==> src/rtl/spi_reg_pkg.sv <==
package spi_reg_pkg;

  localparam int HDR_BITS   = 16;
  localparam int WORD_BITS  = 16;
  localparam int FRAME_BITS = HDR_BITS + WORD_BITS;

  typedef enum logic [1:0] {
    REQ_READ  = 2'b00,
    REQ_WRITE = 2'b01,
    REQ_SET   = 2'b10,
    REQ_CLEAR = 2'b11
  } req_op_e;

  typedef enum logic [1:0] {
    WIRE_RD_REG  = 2'b00,
    WIRE_WR_REG  = 2'b01,
    WIRE_RD_BULK = 2'b10,
    WIRE_WR_BULK = 2'b11
  } wire_op_e;

  typedef enum logic [1:0] {
    S_IDLE,
    S_LAUNCH,
    S_XFER,
    S_GAP
  } seq_state_e;

  // Two lanes of the 32-bit word, picked by offset bit 1.
  function automatic logic [3:0] lane_sel(input logic [7:0] offs);
    return offs[1] ? 4'b1100 : 4'b0011;
  endfunction

  function automatic logic [HDR_BITS-1:0] make_header(input wire_op_e op,
                                                      input logic [7:0] offs);
    return {op, lane_sel(offs), offs[7:6], offs[5:2], 4'b0000};
  endfunction

  function automatic logic [WORD_BITS-1:0] merge_bits(input req_op_e op,
                                                      input logic [WORD_BITS-1:0] old,
                                                      input logic [WORD_BITS-1:0] mask);
    case (op)
      REQ_SET:   return old | mask;
      REQ_CLEAR: return old & ~mask;
      default:   return mask;
    endcase
  endfunction

  // Data travels low byte first.
  function automatic logic [FRAME_BITS-1:0] pack_frame(input logic [HDR_BITS-1:0] hdr,
                                                       input logic [WORD_BITS-1:0] dat);
    return {hdr, dat[7:0], dat[15:8]};
  endfunction

  function automatic logic [WORD_BITS-1:0] unpack_word(input logic [WORD_BITS-1:0] rx);
    return {rx[7:0], rx[15:8]};
  endfunction

endpackage

==> src/rtl/spi_reg_clkdiv.sv <==
module spi_reg_clkdiv #(
  parameter int HALF_DIV = 2
) (
  input  logic clk,
  input  logic rst_n,
  input  logic run,
  output logic tick
);

  generate
    if (HALF_DIV <= 1) begin : g_direct
      assign tick = run;
    end else begin : g_count
      localparam int CW = $clog2(HALF_DIV);
      logic [CW-1:0] cnt_q;
      logic          wrap;

      assign wrap = (cnt_q == CW'(HALF_DIV - 1));
      assign tick = run && wrap;

      always_ff @(posedge clk or negedge rst_n) begin
        if (!rst_n) begin
          cnt_q <= '0;
        end else if (!run || wrap) begin
          cnt_q <= '0;
        end else begin
          cnt_q <= cnt_q + CW'(1);
        end
      end
    end
  endgenerate

endmodule

==> src/rtl/spi_reg_shifter.sv <==
module spi_reg_shifter #(
  parameter int FRAME_BITS = 32,
  parameter int RX_BITS    = 16
) (
  input  logic                  clk,
  input  logic                  rst_n,
  input  logic                  start,
  input  logic                  tick,
  input  logic [FRAME_BITS-1:0] tx_frame,
  input  logic                  miso,
  output logic                  cs_n,
  output logic                  sclk,
  output logic                  mosi,
  output logic [RX_BITS-1:0]    rx_word,
  output logic                  active,
  output logic                  rise_evt,
  output logic                  finish
);

  localparam int BW = $clog2(FRAME_BITS);

  logic [FRAME_BITS-1:0] sreg_q;
  logic [BW-1:0]         bit_q;
  logic                  last_bit;
  logic                  fall_evt;

  assign last_bit = (bit_q == BW'(FRAME_BITS - 1));
  assign rise_evt = active && tick && !sclk;
  assign fall_evt = active && tick && sclk;
  assign mosi     = active ? sreg_q[FRAME_BITS-1] : 1'b0;

  always_ff @(posedge clk or negedge rst_n) begin
    if (!rst_n) begin
      active  <= 1'b0;
      cs_n    <= 1'b1;
      sclk    <= 1'b0;
      sreg_q  <= '0;
      bit_q   <= '0;
      rx_word <= '0;
      finish  <= 1'b0;
    end else begin
      finish <= 1'b0;
      if (!active) begin
        if (start) begin
          active <= 1'b1;
          cs_n   <= 1'b0;
          sclk   <= 1'b0;
          sreg_q <= tx_frame;
          bit_q  <= '0;
        end
      end else if (rise_evt) begin
        sclk    <= 1'b1;
        rx_word <= {rx_word[RX_BITS-2:0], miso};
      end else if (fall_evt) begin
        sclk <= 1'b0;
        if (last_bit) begin
          active <= 1'b0;
          cs_n   <= 1'b1;
          finish <= 1'b1;
        end else begin
          sreg_q <= {sreg_q[FRAME_BITS-2:0], 1'b0};
          bit_q  <= bit_q + BW'(1);
        end
      end
    end
  end

endmodule

==> src/rtl/spi_reg_seq.sv <==
module spi_reg_seq
  import spi_reg_pkg::*;
#(
  parameter int HALF_DIV = 2
) (
  input  logic                  clk,
  input  logic                  rst_n,
  input  logic                  req_valid,
  input  logic [1:0]            req_op,
  input  logic [7:0]            req_addr,
  input  logic [WORD_BITS-1:0]  req_wdata,
  input  logic                  shift_finish,
  input  logic [WORD_BITS-1:0]  rx_word,
  output logic                  req_ready,
  output logic                  busy,
  output logic                  done,
  output logic [WORD_BITS-1:0]  rd_data,
  output logic                  start,
  output logic [FRAME_BITS-1:0] tx_frame
);

  localparam int GAP_CYC = 2 * HALF_DIV;
  localparam int GW      = $clog2(GAP_CYC + 1);

  seq_state_e             state_q;
  req_op_e                op_q;
  logic [7:0]             addr_q;
  logic [WORD_BITS-1:0]   arg_q;
  logic [WORD_BITS-1:0]   old_q;
  logic                   second_q;
  logic [GW-1:0]          gcnt_q;
  wire_op_e               wop;
  logic [WORD_BITS-1:0]   wword;
  logic                   is_rmw;
  logic                   gap_end;

  assign is_rmw  = (op_q == REQ_SET) || (op_q == REQ_CLEAR);
  assign gap_end = (gcnt_q == GW'(GAP_CYC - 1));

  always_comb begin
    wop = ((op_q == REQ_WRITE) || second_q) ? WIRE_WR_REG : WIRE_RD_REG;
    if (wop == WIRE_RD_REG) begin
      wword = '0;
    end else if (op_q == REQ_WRITE) begin
      wword = arg_q;
    end else begin
      wword = merge_bits(op_q, old_q, arg_q);
    end
  end

  assign tx_frame  = pack_frame(make_header(wop, addr_q), wword);
  assign start     = (state_q == S_LAUNCH);
  assign req_ready = (state_q == S_IDLE);
  assign busy      = (state_q != S_IDLE);
  assign rd_data   = old_q;

  always_ff @(posedge clk or negedge rst_n) begin
    if (!rst_n) begin
      state_q  <= S_IDLE;
      op_q     <= REQ_READ;
      addr_q   <= '0;
      arg_q    <= '0;
      old_q    <= '0;
      second_q <= 1'b0;
      gcnt_q   <= '0;
      done     <= 1'b0;
    end else begin
      done <= 1'b0;
      case (state_q)
        S_IDLE: begin
          if (req_valid) begin
            op_q     <= req_op_e'(req_op);
            addr_q   <= req_addr;
            arg_q    <= req_wdata;
            second_q <= 1'b0;
            state_q  <= S_LAUNCH;
          end
        end
        S_LAUNCH: begin
          state_q <= S_XFER;
        end
        S_XFER: begin
          if (shift_finish) begin
            if (wop == WIRE_RD_REG) begin
              old_q <= unpack_word(rx_word);
            end
            gcnt_q  <= '0;
            state_q <= S_GAP;
          end
        end
        S_GAP: begin
          if (gap_end) begin
            if (is_rmw && !second_q) begin
              second_q <= 1'b1;
              state_q  <= S_LAUNCH;
            end else begin
              done    <= 1'b1;
              state_q <= S_IDLE;
            end
          end else begin
            gcnt_q <= gcnt_q + GW'(1);
          end
        end
        default: state_q <= S_IDLE;
      endcase
    end
  end

endmodule

==> src/rtl/spi_reg_engine.sv <==
module spi_reg_engine
  import spi_reg_pkg::*;
#(
  parameter int HALF_DIV = 2
) (
  input  logic        clk,
  input  logic        rst_n,
  input  logic        req_valid,
  output logic        req_ready,
  input  logic [1:0]  req_op,
  input  logic [7:0]  req_addr,
  input  logic [15:0] req_wdata,
  output logic        busy,
  output logic        done,
  output logic [15:0] rd_data,
  output logic        spi_cs_n,
  output logic        spi_sclk,
  output logic        spi_mosi,
  input  logic        spi_miso
);

  logic                  seq_start;
  logic [FRAME_BITS-1:0] seq_frame;
  logic                  shift_active;
  logic                  shift_tick;
  logic                  shift_rise_evt;
  logic                  shift_finish;
  logic [WORD_BITS-1:0]  shift_rx;

  spi_reg_seq #(.HALF_DIV(HALF_DIV)) seq_i (
    .clk          (clk),
    .rst_n        (rst_n),
    .req_valid    (req_valid),
    .req_op       (req_op),
    .req_addr     (req_addr),
    .req_wdata    (req_wdata),
    .shift_finish (shift_finish),
    .rx_word      (shift_rx),
    .req_ready    (req_ready),
    .busy         (busy),
    .done         (done),
    .rd_data      (rd_data),
    .start        (seq_start),
    .tx_frame     (seq_frame)
  );

  spi_reg_clkdiv #(.HALF_DIV(HALF_DIV)) div_i (
    .clk   (clk),
    .rst_n (rst_n),
    .run   (shift_active),
    .tick  (shift_tick)
  );

  spi_reg_shifter #(.FRAME_BITS(FRAME_BITS), .RX_BITS(WORD_BITS)) shf_i (
    .clk      (clk),
    .rst_n    (rst_n),
    .start    (seq_start),
    .tick     (shift_tick),
    .tx_frame (seq_frame),
    .miso     (spi_miso),
    .cs_n     (spi_cs_n),
    .sclk     (spi_sclk),
    .mosi     (spi_mosi),
    .rx_word  (shift_rx),
    .active   (shift_active),
    .rise_evt (shift_rise_evt),
    .finish   (shift_finish)
  );

endmodule

==> config.mk <==
export PLATFORM = sky130hd
export DESIGN_NAME = spi_reg_engine
export DESIGN_NICKNAME = d
export VERILOG_FILES = /design/src/rtl/spi_reg_pkg.sv /design/src/rtl/spi_reg_clkdiv.sv /design/src/rtl/spi_reg_shifter.sv /design/src/rtl/spi_reg_seq.sv /design/src/rtl/spi_reg_engine.sv
export SDC_FILE = /design/constraint.sdc
export NUM_CORES = 1
export LEC_CHECK = 0
export ABC_AREA = 0
export BUFFER_PORTS_ARGS = -buffer_cell sky130_fd_sc_hd__buf_2
export CORE_MARGIN = 4
export CORE_UTILIZATION = 40
export DETAILED_ROUTE_END_ITERATION = 6
export SETUP_SLACK_MARGIN = 0.4
export SYNTH_ARGS = -nofsm -noshare
export SYNTH_HDL_FRONTEND = slang
export SYNTH_SLANG_ARGS = --single-unit
==> constraint.sdc <==
create_clock -name clk -period 2.4 [get_ports clk]
set_clock_uncertainty 0.05 [all_clocks]
set_input_delay 0.48 -clock clk [delete_from_list [all_inputs] [get_ports clk]]
set_output_delay 0.48 -clock clk [all_outputs]
set_load 0.005 [all_outputs]
==> key figures <==
Synth
  – Syn nets: ~430
  – Seq/Total Area, Yosys: 56.2%
  – Ys Warns: 0
  – Syn avg cell area: 11.9 um^2
  – #FFs+latches synth: between 100 and 150
  – FFs w/ async S/R, synth: 100%
  – Synth Cell Area: roughly 4700 um^2
  – Top FF cell, synth: dfrtp_1
  – Post-Syn Instances: around 400
  – Synth unique cells: just over 40
  – EDFF count, synth: 0

Pwr
  – Net Sw Frac: 35.0%
  – Total power per unit cell area: approximately 1300 nW/um^2
  – Clock power share: a little over a fifth
  – Combinational share of power: between 30% and 40%
  – Flop pwr share: 43.0%
  – P_leak: ~2.6 nW
  – Psw: about 2.4 mW
  – Int Pwr: about 4.5 mW
  – Total power: roughly 6.9 mW
  – VDD IR max: between 0.5 and 0.6 mV

Floorplanning
  – Chip width: around 120 um
  – Num ports: 52
  – Initial Util: 41.1%
  – Chip height: between 100 and 150 um
  – Core area: around 11000 um^2
  – Std cell rows: 39
  – Die area: about 14000 um^2

GRT
  – Initial antenna violation count: 0
  – Total gr overflow: 0
  – Global-route wire length before repair: about 15 mm
  – Total track usage: around 14%
  – Largest net degree at the start of global routing: 45
  – Number of global-route vias before repair: around 3100

Final layout
  – Reg area: about 2700 um^2
  – Layout cells sized above 1: 35.5%
  – Final #Nets: 487
  – Final cell count without fillers: 597
  – Commonest non-fill, non-tap cells in the layout: dfrtp_1, mux2_2, buf_2
  – Multi-input logic area: 1930 um^2
  – Ant. Diodes: 0
  – Final instance area: between 5000 and 6000 um^2
  – Most common cell after layout, fill and taps aside: dfrtp_1
  – Syn-to-layout area delta: 16.9%
  – # fillers: approximately 1000
  – Final core occ: approximately half

Setup path
  – Reg2reg start: shf_i.bit_q[0]
  – WS Path Type: reg -> out
  – Flop2flop setup slack: 470 ps
  – Reg2reg end: shf_i.sreg_q[6]
  – CP arrival: approximately 1400 ps
  – CP endpoint kind: primary output
  – Reg2Reg Depth: 7
  – CP Max Fanout: 23
  – CP endpoint: spi_mosi
  – Worst EP required: about 1900 ps
  – Crit path from: shf_i.active
  – Critical Path Start Type: flip-flop

STA
  – Final hold vios: 0
  – RSZ-0062 raised after global routing: no
  – Slew headroom: between 30% and 40%
  – Setup violators final: 0
  – Fin crit share: between 80% and 90%
  – Count of pins over their slew limit: 0
  – Worst Tran Pin Value: 979 ps
  – Peak Freq: around 520 MHz
  – Final setup TNS: 0 ps
  – Final min period: ~1900 ps

CTS
  – Clk sink count: about 110
  – H-tree depth: 3
  – Clock Path Buffers: 2
  – Clk Latency, worst-skew pair: approximately 340 ps
  – Post-CTS setup buffers: 0
  – CTS root buffer: clkbuf_16
  – CTS tree: built
  – Clk slew on worst S/H paths: 70 ps
  – Number of CTS-inserted buffers: 9

Placed design
  – IO Port Bufs: 50
  – Detailed Place HPWL: 6.17 mm
  – Area post-placement: 5150 um^2
  – Cells after DPL: between 500 and 600
  – Placer Congestion: around 0.75

Min path
  – HP Class: in -> async

Routing
  – Remaining DRCs: 0
  – Top layer in use: met4
  – Iter 0 DRT Violations: about 120
  – DR WL/cell: between 15 and 20 um
  – Vias per cell: 5.14
  – WL met2: 4.45 mm
  – Number of detailed-route iterations in the first pass: 4
  – Routed length on met1: 4.25 mm
  – Post-Route WL: about 9.1 mm
  – Antenna Violating Nets Remaining: 0
  – Routed vias: 3068
  – Routed met3 length: a little under 300 um

Outcome
  – Status: completed

Run
  – MaxCap Viol Count: 0
worst max-delay path, stage by stage, from the launching register on:
cell	delay [ps]
dfrtp_1	440
buf_4	350
and2_1	170
buf_2	110
cell type report:
class	instances	area share, %
flip-flops and latches	106	48.1
multi-input cells	261	35.0
repair buffers	63	7.58
clock buffers	10	4.33
well taps	143	3.24
clock inverters	6	1.18
inverters	8	0.544
how the worst min path moves through the flow:
stage / slack, ps / startpoint / cells past startpoint / endpoint
2_1_floorplan: 130 / rst_n / 0 / div_i.g_count.cnt_q
3_3_place_gp: 400 / shf_i.cs_n / 2 / shf_i.cs_n
3_5_place_dp: 400 / shf_i.sreg_q[31] / 2 / shf_i.sreg_q[31]
4_1_cts: 50 / rst_n / 1 / seq_i.arg_q[1]
5_1_grt: 70 / rst_n / 1 / seq_i.arg_q[1]
6_report: 40 / rst_n / 1 / shf_i.rx_word[12]
cell usage after synthesis (5+ instances only):
cell type	number	area (um^2)
inv_1	8	30.0
nand2_1	40	150
nand2b_1	5	31.3
ha_1	8	100
nand3_1	8	40.0
nor2_1	33	124
mux2i_1	10	100
buf_4	6	45.0
a221oi_1	5	43.8
mux2_2	58	653
buf_2	8	40.0
o21ai_0	21	105
a21oi_1	36	180
dfrtp_1	105	2630
a221oi_2	10	150
state kept, by name, summed over array words and instances (netlist names):
name / cells
div_i.g_count.cnt_q: 1
seq_i.state_q: 2
seq_i.gcnt_q: 3
shf_i.finish: 1
seq_i.op_q: 2
shf_i.rx_word: 16
seq_i.addr_q: 7
seq_i.second_q: 1
shf_i.cs_n: 1
seq_i.rd_data: 16
seq_i.done: 1
shf_i.active: 1
seq_i.arg_q: 16
shf_i.bit_q: 5
shf_i.sreg_q: 32
shf_i.sclk: 1
power groups by stage:
stage / sequential, mW / combinational [mW] / clock [mW]
2_1_floorplan: 2.85 / 1.92 / 0
3_3_place_gp: 2.97 / 2.34 / 0
3_5_place_dp: 3.00 / 2.41 / 0
4_1_cts: 2.97 / 2.43 / 1.51
5_1_grt: 3.08 / 2.79 / 1.59
6_report: 2.98 / 2.48 / 1.47
logic make-up (layout without fill, tap and decap cells):
logic type | count (synthesis) | in the layout | synth area share, %
muxes | 68 | 68 | 16.0
and+or+nand+nor | 101 | 101 | 9.86
AOI/OAI and AO/OA | 83 | 83 | 12.0
DFF | 106 | 106 | 56.2
adders and majority gates | 8 | 8 | 2.12
xor gates and xnor gates | 1 | 1 | 0.186
buffers and inverters | 29 | 87 | 3.66
routing by layer:
metal  global-route usage [%]  vias to the layer above
li1                         -                     1507
met1                     19.7                     1500
met2                     23.2                       52
met3                     3.06                        9
met4                     5.05                        0
met5                        0                        -
timing repair:
action	CTS	global route
endpoints found under the setup margin	16	10
resized for setup	2	6
gates cloned	0	1
hold buffers	0	0
through the flow:
stage	hold WS, ps	setup slack [ps]
floorplan	134	554
global placement	397	385
detailed placement	398	345
CTS	54.4	415
global route	72.4	401
finish	42.7	464
Power figures use the tool's default switching activity.
